<file path="src/rtl/infmt_pkg.sv">
package infmt_pkg;
  localparam int SMP_W  = 16;
  localparam int N_BUS  = 4;
  localparam int DLY_W  = 3;
  localparam int SEL_W  = $clog2(N_BUS);

  typedef struct packed {
    logic             offset_bin;
    logic [1:0]       flt_fmt;
    logic             use_float;
    logic [DLY_W-1:0] tdm_dly;
    logic [SEL_W-1:0] bus_sel;
    logic             use_test;
    logic             interp;
  } ctl_t;

  localparam int CTL_W = $bits(ctl_t);
endpackage

</file>
<file path="src/rtl/infmt_src_sel.sv">
module infmt_src_sel #(
  parameter int W  = 16,
  parameter int NB = 4,
  localparam int SW = $clog2(NB)
) (
  input  logic          clk,
  input  logic          rst_n,
  input  logic [NB*W-1:0] bus_data,
  input  logic [NB-1:0] bus_en_n,
  input  logic [W-1:0]  test_word,
  input  logic          test_strobe,
  input  logic          use_test,
  input  logic [SW-1:0] bus_sel,
  input  logic          armed,
  output logic          sel_en,
  output logic [W-1:0]  in_d,
  output logic          in_en
);
  logic [W-1:0] lane [NB];
  logic [W-1:0] pick_d;
  logic         pick_en;

  for (genvar g = 0; g < NB; g++) begin : g_lane
    assign lane[g] = bus_data[g*W +: W];
  end

  always_comb begin
    pick_d  = lane[bus_sel];
    pick_en = ~bus_en_n[bus_sel];
    if (use_test) begin
      pick_d  = test_word;
      pick_en = test_strobe;
    end
  end

  assign sel_en = pick_en & armed;

  always_ff @(posedge clk or negedge rst_n) begin
    if (!rst_n) begin
      in_d  <= '0;
      in_en <= 1'b0;
    end else begin
      in_d  <= pick_d;
      in_en <= sel_en;
    end
  end
endmodule

</file>
<file path="src/rtl/infmt_tdm_pick.sv">
module infmt_tdm_pick #(
  parameter int W  = 16,
  parameter int DW = 3,
  localparam int DEPTH = 1 << DW
) (
  input  logic          clk,
  input  logic          rst_n,
  input  logic [W-1:0]  in_d,
  input  logic          in_en,
  input  logic [DW-1:0] dly,
  output logic [W-1:0]  al_d,
  output logic          al_fire
);
  logic [DEPTH-1:0] hist;
  logic [DEPTH-1:1] tail;
  logic [W-1:0]     cap;

  assign hist = {tail, in_en};

  always_ff @(posedge clk or negedge rst_n) begin
    if (!rst_n) begin
      tail    <= '0;
      cap     <= '0;
      al_d    <= '0;
      al_fire <= 1'b0;
    end else begin
      tail    <= hist[DEPTH-2:0];
      al_fire <= in_en;
      if (hist[dly]) cap  <= in_d;
      if (in_en)     al_d <= cap;
    end
  end
endmodule

</file>
<file path="src/rtl/infmt_conv.sv">
module infmt_conv (
  input  logic        clk,
  input  logic        rst_n,
  input  logic [15:0] al_d,
  input  logic        al_fire,
  input  logic        interp,
  input  logic        use_float,
  input  logic [1:0]  flt_fmt,
  input  logic        offset_bin,
  output logic [15:0] out_data,
  output logic        out_valid
);
  logic [1:0]         e_w;
  logic [4:0]         m_w;
  logic [4:0]         sh;
  logic [2:0]         ex;
  logic [15:0]        mraw;
  logic [15:0]        tpos;
  logic signed [15:0] mant;
  logic signed [31:0] ext;
  logic signed [31:0] wide;
  logic [15:0]        flt_res;
  logic [15:0]        fix_res;
  logic [15:0]        conv;

  always_comb begin
    e_w  = (flt_fmt == 2'd3) ? 2'd2 : 2'd3;
    m_w  = (flt_fmt == 2'd3) ? 5'd14 : (5'd11 + {3'd0, flt_fmt});
    sh   = 5'd16 - m_w;
    ex   = (e_w == 2'd2) ? {1'b0, al_d[1:0]} : al_d[2:0];
    mraw = al_d >> e_w;
    tpos = mraw << sh;
    mant = $signed(tpos) >>> sh;
    ext  = {{16{mant[15]}}, mant};
    wide = ext <<< ex;
    if (wide > 32'sd32767)       flt_res = 16'h7FFF;
    else if (wide < -32'sd32768) flt_res = 16'h8000;
    else                         flt_res = wide[15:0];
    fix_res = offset_bin ? {~al_d[15], al_d[14:0]} : al_d;
    conv    = use_float ? flt_res : fix_res;
  end

  always_ff @(posedge clk or negedge rst_n) begin
    if (!rst_n) begin
      out_data  <= '0;
      out_valid <= 1'b0;
    end else begin
      out_valid <= interp | al_fire;
      if (al_fire)     out_data <= conv;
      else if (interp) out_data <= '0;
    end
  end
endmodule

</file>
<file path="src/rtl/mux_sample_conditioner.sv">
module mux_sample_conditioner
  import infmt_pkg::*;
#(
  parameter int NBUS = N_BUS,
  localparam int BUS_W = NBUS * SMP_W
) (
  input  logic             clk,
  input  logic             rst_n,
  input  logic [BUS_W-1:0] bus_data,
  input  logic [NBUS-1:0]  bus_en_n,
  input  logic             sync_in,
  input  logic             ctl_wr,
  input  logic [CTL_W-1:0] ctl_wdata,
  input  logic             test_wr,
  input  logic [SMP_W-1:0] test_wdata,
  input  logic             test_strobe,
  output logic [SMP_W-1:0] out_data,
  output logic             out_valid
);
  ctl_t             ctl_q;
  logic [SMP_W-1:0] test_word;
  logic             armed;
  logic             sel_en;
  logic [SMP_W-1:0] in_d;
  logic             in_en;
  logic [SMP_W-1:0] al_d;
  logic             al_fire;
  logic             ctl_interp;

  assign ctl_interp = ctl_q.interp;

  always_ff @(posedge clk or negedge rst_n) begin
    if (!rst_n) begin
      ctl_q     <= '0;
      test_word <= '0;
      armed     <= 1'b0;
    end else begin
      if (ctl_wr)  ctl_q     <= ctl_t'(ctl_wdata);
      if (test_wr) test_word <= test_wdata;
      if (sync_in) armed     <= 1'b1;
    end
  end

  infmt_src_sel #(.W(SMP_W), .NB(NBUS)) src_i (
    .clk(clk), .rst_n(rst_n), .bus_data(bus_data), .bus_en_n(bus_en_n),
    .test_word(test_word), .test_strobe(test_strobe),
    .use_test(ctl_q.use_test), .bus_sel(ctl_q.bus_sel), .armed(armed),
    .sel_en(sel_en), .in_d(in_d), .in_en(in_en)
  );

  infmt_tdm_pick #(.W(SMP_W), .DW(DLY_W)) tdm_i (
    .clk(clk), .rst_n(rst_n), .in_d(in_d), .in_en(in_en),
    .dly(ctl_q.tdm_dly), .al_d(al_d), .al_fire(al_fire)
  );

  infmt_conv conv_i (
    .clk(clk), .rst_n(rst_n), .al_d(al_d), .al_fire(al_fire),
    .interp(ctl_interp), .use_float(ctl_q.use_float),
    .flt_fmt(ctl_q.flt_fmt), .offset_bin(ctl_q.offset_bin),
    .out_data(out_data), .out_valid(out_valid)
  );
endmodule

</file>
<file path="config.mk">
export PLATFORM = sky130hd
export DESIGN_NAME = mux_sample_conditioner
export DESIGN_NICKNAME = d
export VERILOG_FILES = /design/src/rtl/infmt_pkg.sv /design/src/rtl/infmt_src_sel.sv /design/src/rtl/infmt_tdm_pick.sv /design/src/rtl/infmt_conv.sv /design/src/rtl/mux_sample_conditioner.sv
export SDC_FILE = /design/constraint.sdc
export NUM_CORES = 1
export LEC_CHECK = 0
export ABC_AREA = 1
export BUFFER_PORTS_ARGS = -buffer_cell sky130_fd_sc_hd__buf_2
export CORE_AREA = 2 2 120 134
export DETAILED_ROUTE_END_ITERATION = 6
export DIE_AREA = 0 0 122 136
export MAX_ROUTING_LAYER = met4
export PLACE_DENSITY = 0.68
export SYNTH_ARGS = -nofsm -noshare
export SYNTH_HDL_FRONTEND = slang
export SYNTH_SLANG_ARGS = --single-unit
</file>
<file path="constraint.sdc">
create_clock -name clk -period 4.2 [get_ports clk]
set_input_delay 0.63 -clock clk [delete_from_list [all_inputs] [get_ports clk]]
set_output_delay 0.63 -clock clk [all_outputs]
set_load 0.03 [all_outputs]
</file>
# Word level (Yosys, flattened, before mapping)
# Index checks and enable logic that the tools add are counted.
# W data, S select, Z words.
# classes
n_addsub,2
order_cmp,5
n_eq_ne,2
shifts,4
mux,18
n_bitwise,5
reduce_logical,1
# op_table
cell,count
$mux W16,9
$bmux W16 S2,1
$gt A32 B16 Y1 const B,1
$lt A32 B16 Y1 const B,1
$sshl A16 B3 Y32,1
$shl A16 B5 Y16,1
$shr A16 B2 Y16,1
$sshr A16 B5 Y16,1
$add A4 B2 Y5 const A,1
$mux W5,1
$sub A5 B5 Y5 const A,1
$eq A2 B2 Y1 const B,2
$lt A3 B4 Y1 const B,1
$mux W1,4
$bmux W1 S3,1
$ge A3 B3 Y1 const B,1
$lt A2 B3 Y1 const B,1
$mux W3,1
$not A2 Y3,1
$bmux W1 S2,1
$not A1 Y1,2
$reduce_bool A2 Y1,1
$and A1 B1 Y1,1
$or A1 B1 Y1,1
# totals
register_bits,102
input_bits,101
output_inout_bits,17
elab_cells,54

# Longest topological paths before layout
# depth
ltp_word,11
depth_mapped,31
mapped_depth_nobuf,30

# Cells and area by module
# From an unflattened synthesis, not the netlist that was laid out.
# hier_totals
cells_unflattened,1263
hier_area_um2,8039.0
# by_module_without_submodules
mod,instances,cells_per_inst,area_per_inst_um2,seq_area_each_um2
infmt_conv,1,725,3903.7,425.4
infmt_tdm_pick,1,167,1605.3,975.9
infmt_src_sel,1,254,1441.4,425.4
mux_sample_conditioner,1,117,1088.5,700.7

# Worst setup path before layout
# No wires, ideal clock.
# synth_timing
path_type,flip-flop to flip-flop
start,register ctl_q[8] (netlist bit)
end,register conv_i.out_data[10]
setup_ns,0.117
arrival_time_ns,2.915
required_time_ns,4.083
slack_ns,1.168
stages_incl_launch_ff,27
n_path_buf,2
period_less_slack_ns,3.032
cell_sequence,dfrtp_1 -> inv_2 -> ha_1 -> inv_1 -> nand2_1 -> nand2_4 -> buf_6 -> nand2_1 -> nand3_1 -> nand3_1 -> nand3_1 -> nand3_1 -> nand3_1 -> nand2_1 -> nand2_1 -> nand2_1 -> nand3_1 -> nand3_1 -> nand2_1 -> nand2_1 -> a21oi_1 -> nand2_1 -> nand2_4 -> buf_8 -> nand3_2 -> nand2_1 -> nand2_1
# synth_between
elab_chain_len,11
elab_cells_between_ends,17
cone_classes,add/sub: 2; order compare: 2; eq/ne: 2; shift: 4; mux: 7
# synth_lines
element,line,rtl
"start, declared",mux_sample_conditioner.sv:20,ctl_t ctl_q;
"start signal, assigned",mux_sample_conditioner.sv:38,if (ctl_wr) ctl_q <= ctl_t'(ctl_wdata);
$add A4 B2 Y5 / $eq A2 B2 Y1 (equally long branches),"infmt_conv.sv:28, infmt_conv.sv:27",
$mux W5 / $mux W1 (equally long branches),"infmt_conv.sv:28, infmt_conv.sv:27",
$sub A5 B5 Y5 / $shr A16 B2 Y16 (equally long branches),"infmt_conv.sv:29, infmt_conv.sv:31",
$shl A16 B5 Y16,infmt_conv.sv:32,tpos = mraw << sh;
$sshr A16 B5 Y16,infmt_conv.sv:33,mant = $signed(tpos) >>> sh;
$sshl A16 B3 Y32 (*),infmt_conv.sv:35,wide = ext <<< ex;
$lt A32 B16 Y1,infmt_conv.sv:37,else if (wide < -32'sd32768) flt_res = 16'h8000;
$mux W16,infmt_conv.sv:37,
$mux W16 (*),infmt_conv.sv:36,if (wide > 32'sd32767) flt_res = 16'h7FFF;
$mux W16 (*),infmt_conv.sv:40,conv = use_float ? flt_res : fix_res;
$mux W16 (*),infmt_conv.sv:49,if (al_fire) out_data <= conv;
"end signal, assigned",infmt_conv.sv:49,
"end, declared",infmt_conv.sv:10,"output logic [15:0] out_data,"
# Every way passes the cells marked *; elsewhere a longest branch is shown, timed or not.
# A chain may end at the register's enable or synchronous reset.

# Worst setup path after layout
# layout_timing
start,register ctl_q[8] (netlist bit)
end,register conv_i.out_data[2]
# The elaborated chain is that of the path after synthesis.

==> flow_metrics.env <==
export IMPL_status="complete, no violations"
export IMPL_seq_area_frac_synth=0.346
export IMPL_critPathMaxStageDelay_ns=0.45
export IMPL_die_w_um=122
export IMPL_layout_commonest_cell="nand2_1"
export IMPL_synth_nets=1192
export IMPL_crit_required_ns=4.44
export IMPL_min_period_ns=3.83
export IMPL_setup_viol=0
export IMPL_initial_core_util=0.477
export IMPL_place_area_um2=7950
export IMPL_finalInstanceArea_um2=8260
export IMPL_antenna_found_initial=0
export IMPL_drive_gt1_frac=0.199
export IMPL_cp_end_kind="flop"
export IMPL_cts_hold_buffers_added=0
export IMPL_drtPass1Iterations=5
export IMPL_worstReg2RegStart="ctl_q[8]$_DFFE_PN0P_"
export IMPL_cts_repair_resized=0
export IMPL_period_share=0.912
export IMPL_vias_per_cell=5.42
export IMPL_clk_pin_slew_ns=0.07
export IMPL_htreeDepth=3
export IMPL_p_leak_uw=0.00422
export IMPL_synth_cells=1087
export IMPL_drc=0
export IMPL_ir_drop_mv=0.233
export IMPL_postCtsSetupBuffers=0
export IMPL_final_nets=1273
export IMPL_cp_start_kind="flop"
export IMPL_critPathMostFrequentCell="nand2_1"
export IMPL_min_path_cells=0
export IMPL_root_buffer="clkbuf_16"
export IMPL_dp_worst_setup_slack_ns=0.266
export IMPL_grt_max_degree=72
export IMPL_hp_start="tdm_i.tail[2]$_DFF_PN0_"
export IMPL_cts_buffer_depth=2
export IMPL_reg2reg_to="conv_i.out_data[2]$_DFFE_PN0P_"
export IMPL_holdPathEnd="tdm_i.tail[3]$_DFF_PN0_"
export IMPL_io_pins=118
export IMPL_insertedDiodeCount=0
export IMPL_dp_cells=1357
export IMPL_numCtsBuffers=9
export IMPL_slew_viol_final=0
export IMPL_tightestPinTransition_ns=0.907
export IMPL_cp_num_buf_inv=4
export IMPL_rows=48
export IMPL_clock_skew_ns=0.0107
export IMPL_reg2reg_slack_ns=0.37
export IMPL_hold_slack_ns=0.379
export IMPL_grt_overflow_total=0
export IMPL_relSlewSlack=0.395
export IMPL_final_cells=1373
export IMPL_avgSynthCellArea_um2=6.72
export IMPL_cts_sinks=101
export IMPL_path_delay_family="simple AND/OR/NAND/NOR gates"
export IMPL_area_growth_synth_to_final_pct=13.1
export IMPL_grt_usage=0.257
export IMPL_port_buffer_count=117
export IMPL_yosys_warnings=0
export IMPL_drt_iter0_drc=621
export IMPL_critical_path_arrival_ns=4.07
export IMPL_synth_seq_cells=101
export IMPL_crit_slowest_cell="dfrtp_2"
export IMPL_gp_congestion=0.957
export IMPL_clkLatencyLatePin_ns=0.35
export IMPL_ys_types=37
export IMPL_core_um2=15300
export IMPL_cts_tree="built"
export IMPL_max_freq_mhz=261
export IMPL_dpl_hpwl_um=15400
export IMPL_die_area_um2=16600
export IMPL_finalWirelength_um=20200
export IMPL_ant_nets=0
export IMPL_cp_max_fo=19
export IMPL_maxCapViolCount=0
export IMPL_syn_area_um2=7300
export IMPL_critical_path_class="reg -> reg"
export IMPL_power_density_nw_per_um2=593
export IMPL_num_vias=7442
export IMPL_grt_pass1_wl_um=33100
export IMPL_finalHoldViolCount=0
export IMPL_wl_per_cell_um=14.7
export IMPL_layout_setup_ws_ns=0.369
export IMPL_r2r_cells=26
export IMPL_finalSetupTns_ns=0
export IMPL_fp_dieH_um=136
export IMPL_hold_class="reg -> reg"
export IMPL_grt_pass1_vias=6931
export IMPL_layout_common_cells="nand2_1, nand3_1, buf_2"
[worst max-delay path by stage]
stage | start | end | slack [ns] | depth (start not counted)
2_1_floorplan | ctl_q[8]$_DFFE_PN0P_ | conv_i.out_data[10]$_DFFE_PN0P_ | 1.17 | 26
3_3_place_gp | ctl_q[8]$_DFFE_PN0P_ | conv_i.out_data[15]$_DFFE_PN0P_ | 0.28 | 28
3_5_place_dp | ctl_q[8]$_DFFE_PN0P_ | conv_i.out_data[15]$_DFFE_PN0P_ | 0.27 | 28
4_1_cts | ctl_q[8]$_DFFE_PN0P_ | conv_i.out_data[15]$_DFFE_PN0P_ | 0.23 | 28
5_1_grt | ctl_q[8]$_DFFE_PN0P_ | conv_i.out_data[5]$_DFFE_PN0P_ | -0.0002 | 25
6_report | ctl_q[8]$_DFFE_PN0P_ | conv_i.out_data[2]$_DFFE_PN0P_ | 0.37 | 26
[kinds of logic (layout without fill, tap and decap cells)]
group | Yosys count | after routing | share of synthesized area
fa+ha+maj | 4 | 4 | 0.00685
compound gates | 171 | 171 | 0.126
simple gates | 657 | 657 | 0.408
xor+xnor | 1 | 1 | 0.00120
flops | 101 | 101 | 0.346
mux | 20 | 20 | 0.0307
buf+inv | 133 | 219 | 0.0814
[state kept, by name, summed over array words and instances (netlist names), 7 cells and up]
| name | cells |
|---|---|
| ctl_q | 10 |
| tdm_i.cap | 16 |
| tdm_i.al_d | 16 |
| conv_i.out_data | 16 |
| tdm_i.tail | 7 |
| src_i.in_d | 16 |
| test_word | 16 |
[Yosys cell counts]
master / number / area, um^2
dfrtp_1: 101 / 2530
o2111ai_1: 1 / 8.76
buf_2: 10 / 50.1
nand3_1: 182 / 911
nand2_1: 355 / 1330
o221ai_1: 1 / 8.76
a221o_1: 1 / 10.0
buf_8: 1 / 15.0
nand2_2: 19 / 119
o21ai_2: 1 / 8.76
ha_1: 4 / 50.1
o21ai_1: 2 / 10.0
or2_2: 2 / 12.5
a21o_1: 1 / 7.51
o21ai_0: 108 / 541
o31ai_1: 3 / 22.5
xnor2_1: 1 / 8.76
mux2_2: 19 / 214
a21oi_1: 28 / 140
inv_1: 62 / 233
buf_6: 5 / 56.3
nor2_2: 1 / 6.26
nand3_2: 29 / 290
nand2_4: 3 / 33.8
inv_2: 4 / 15.0
nor2_4: 2 / 22.5
nand4_1: 4 / 25.0
mux2i_1: 1 / 10.0
nor2_1: 60 / 225
clkbuf_1: 34 / 128
o211ai_1: 3 / 22.5
o22ai_1: 19 / 119
buf_1: 5 / 18.8
a31oi_1: 1 / 6.26
a21oi_2: 2 / 17.5
clkinv_1: 3 / 11.3
buf_4: 9 / 67.6
[where the power goes]
part	internal, uW	total, uW	switching (uW)	leakage [uW]
sequential	1220	1460	240	0.00122
combinational	864	2590	1730	0.00285
clock	474	848	374	0.000147
[final cells by class]
type / count / area [um^2]
flip-flops and latches: 101 / 2530
multi-input cells: 853 / 4200
repair buffers: 134 / 716
inverters: 69 / 259
clock buffers: 10 / 229
clock inverters: 6 / 77.6
fillers: 1594 / 7060
well taps: 200 / 250
[worst register-to-register path, stage by stage, from the launching register on]
cell     delay [ns]
dfrtp_2        0.45
inv_2          0.10
ha_1           0.37
inv_1          0.16
nand2_2        0.09
nand2_4        0.16
buf_4          0.20
buf_4          0.24
nor2_1         0.09
nand2_1        0.09
nand3_1        0.11
nand3_1        0.11
nand3_1        0.15
nand3_1        0.13
nand2_1        0.06
nand2_1        0.07
nand2_1        0.07
nand3_1        0.09
nand3_1        0.09
nand2_1        0.09
nand2_1        0.08
a21oi_1        0.15
nand2_1        0.10
nand2_4        0.20
nand3_1        0.11
nand2_1        0.10
nand2_1        0.05
[per-stage QoR]
step	utilization	power, uW
6_report	0.539	4900
5_1_grt	0.539	5330
4_1_cts	0.539	4900
3_5_place_dp	0.519	4040
3_3_place_gp	0.519	4030
2_1_floorplan	-	3420
[routing by layer]
layer,up-vias,part of all wire,GRT usage
li1,3771,-,-
met1,3393,0.43,0.316
met2,236,0.49,0.429
met3,42,0.037,0.0264
met4,0,0.039,0.116
met5,-,0,-
No activity file was read; power rests on OpenSTA's default activity.
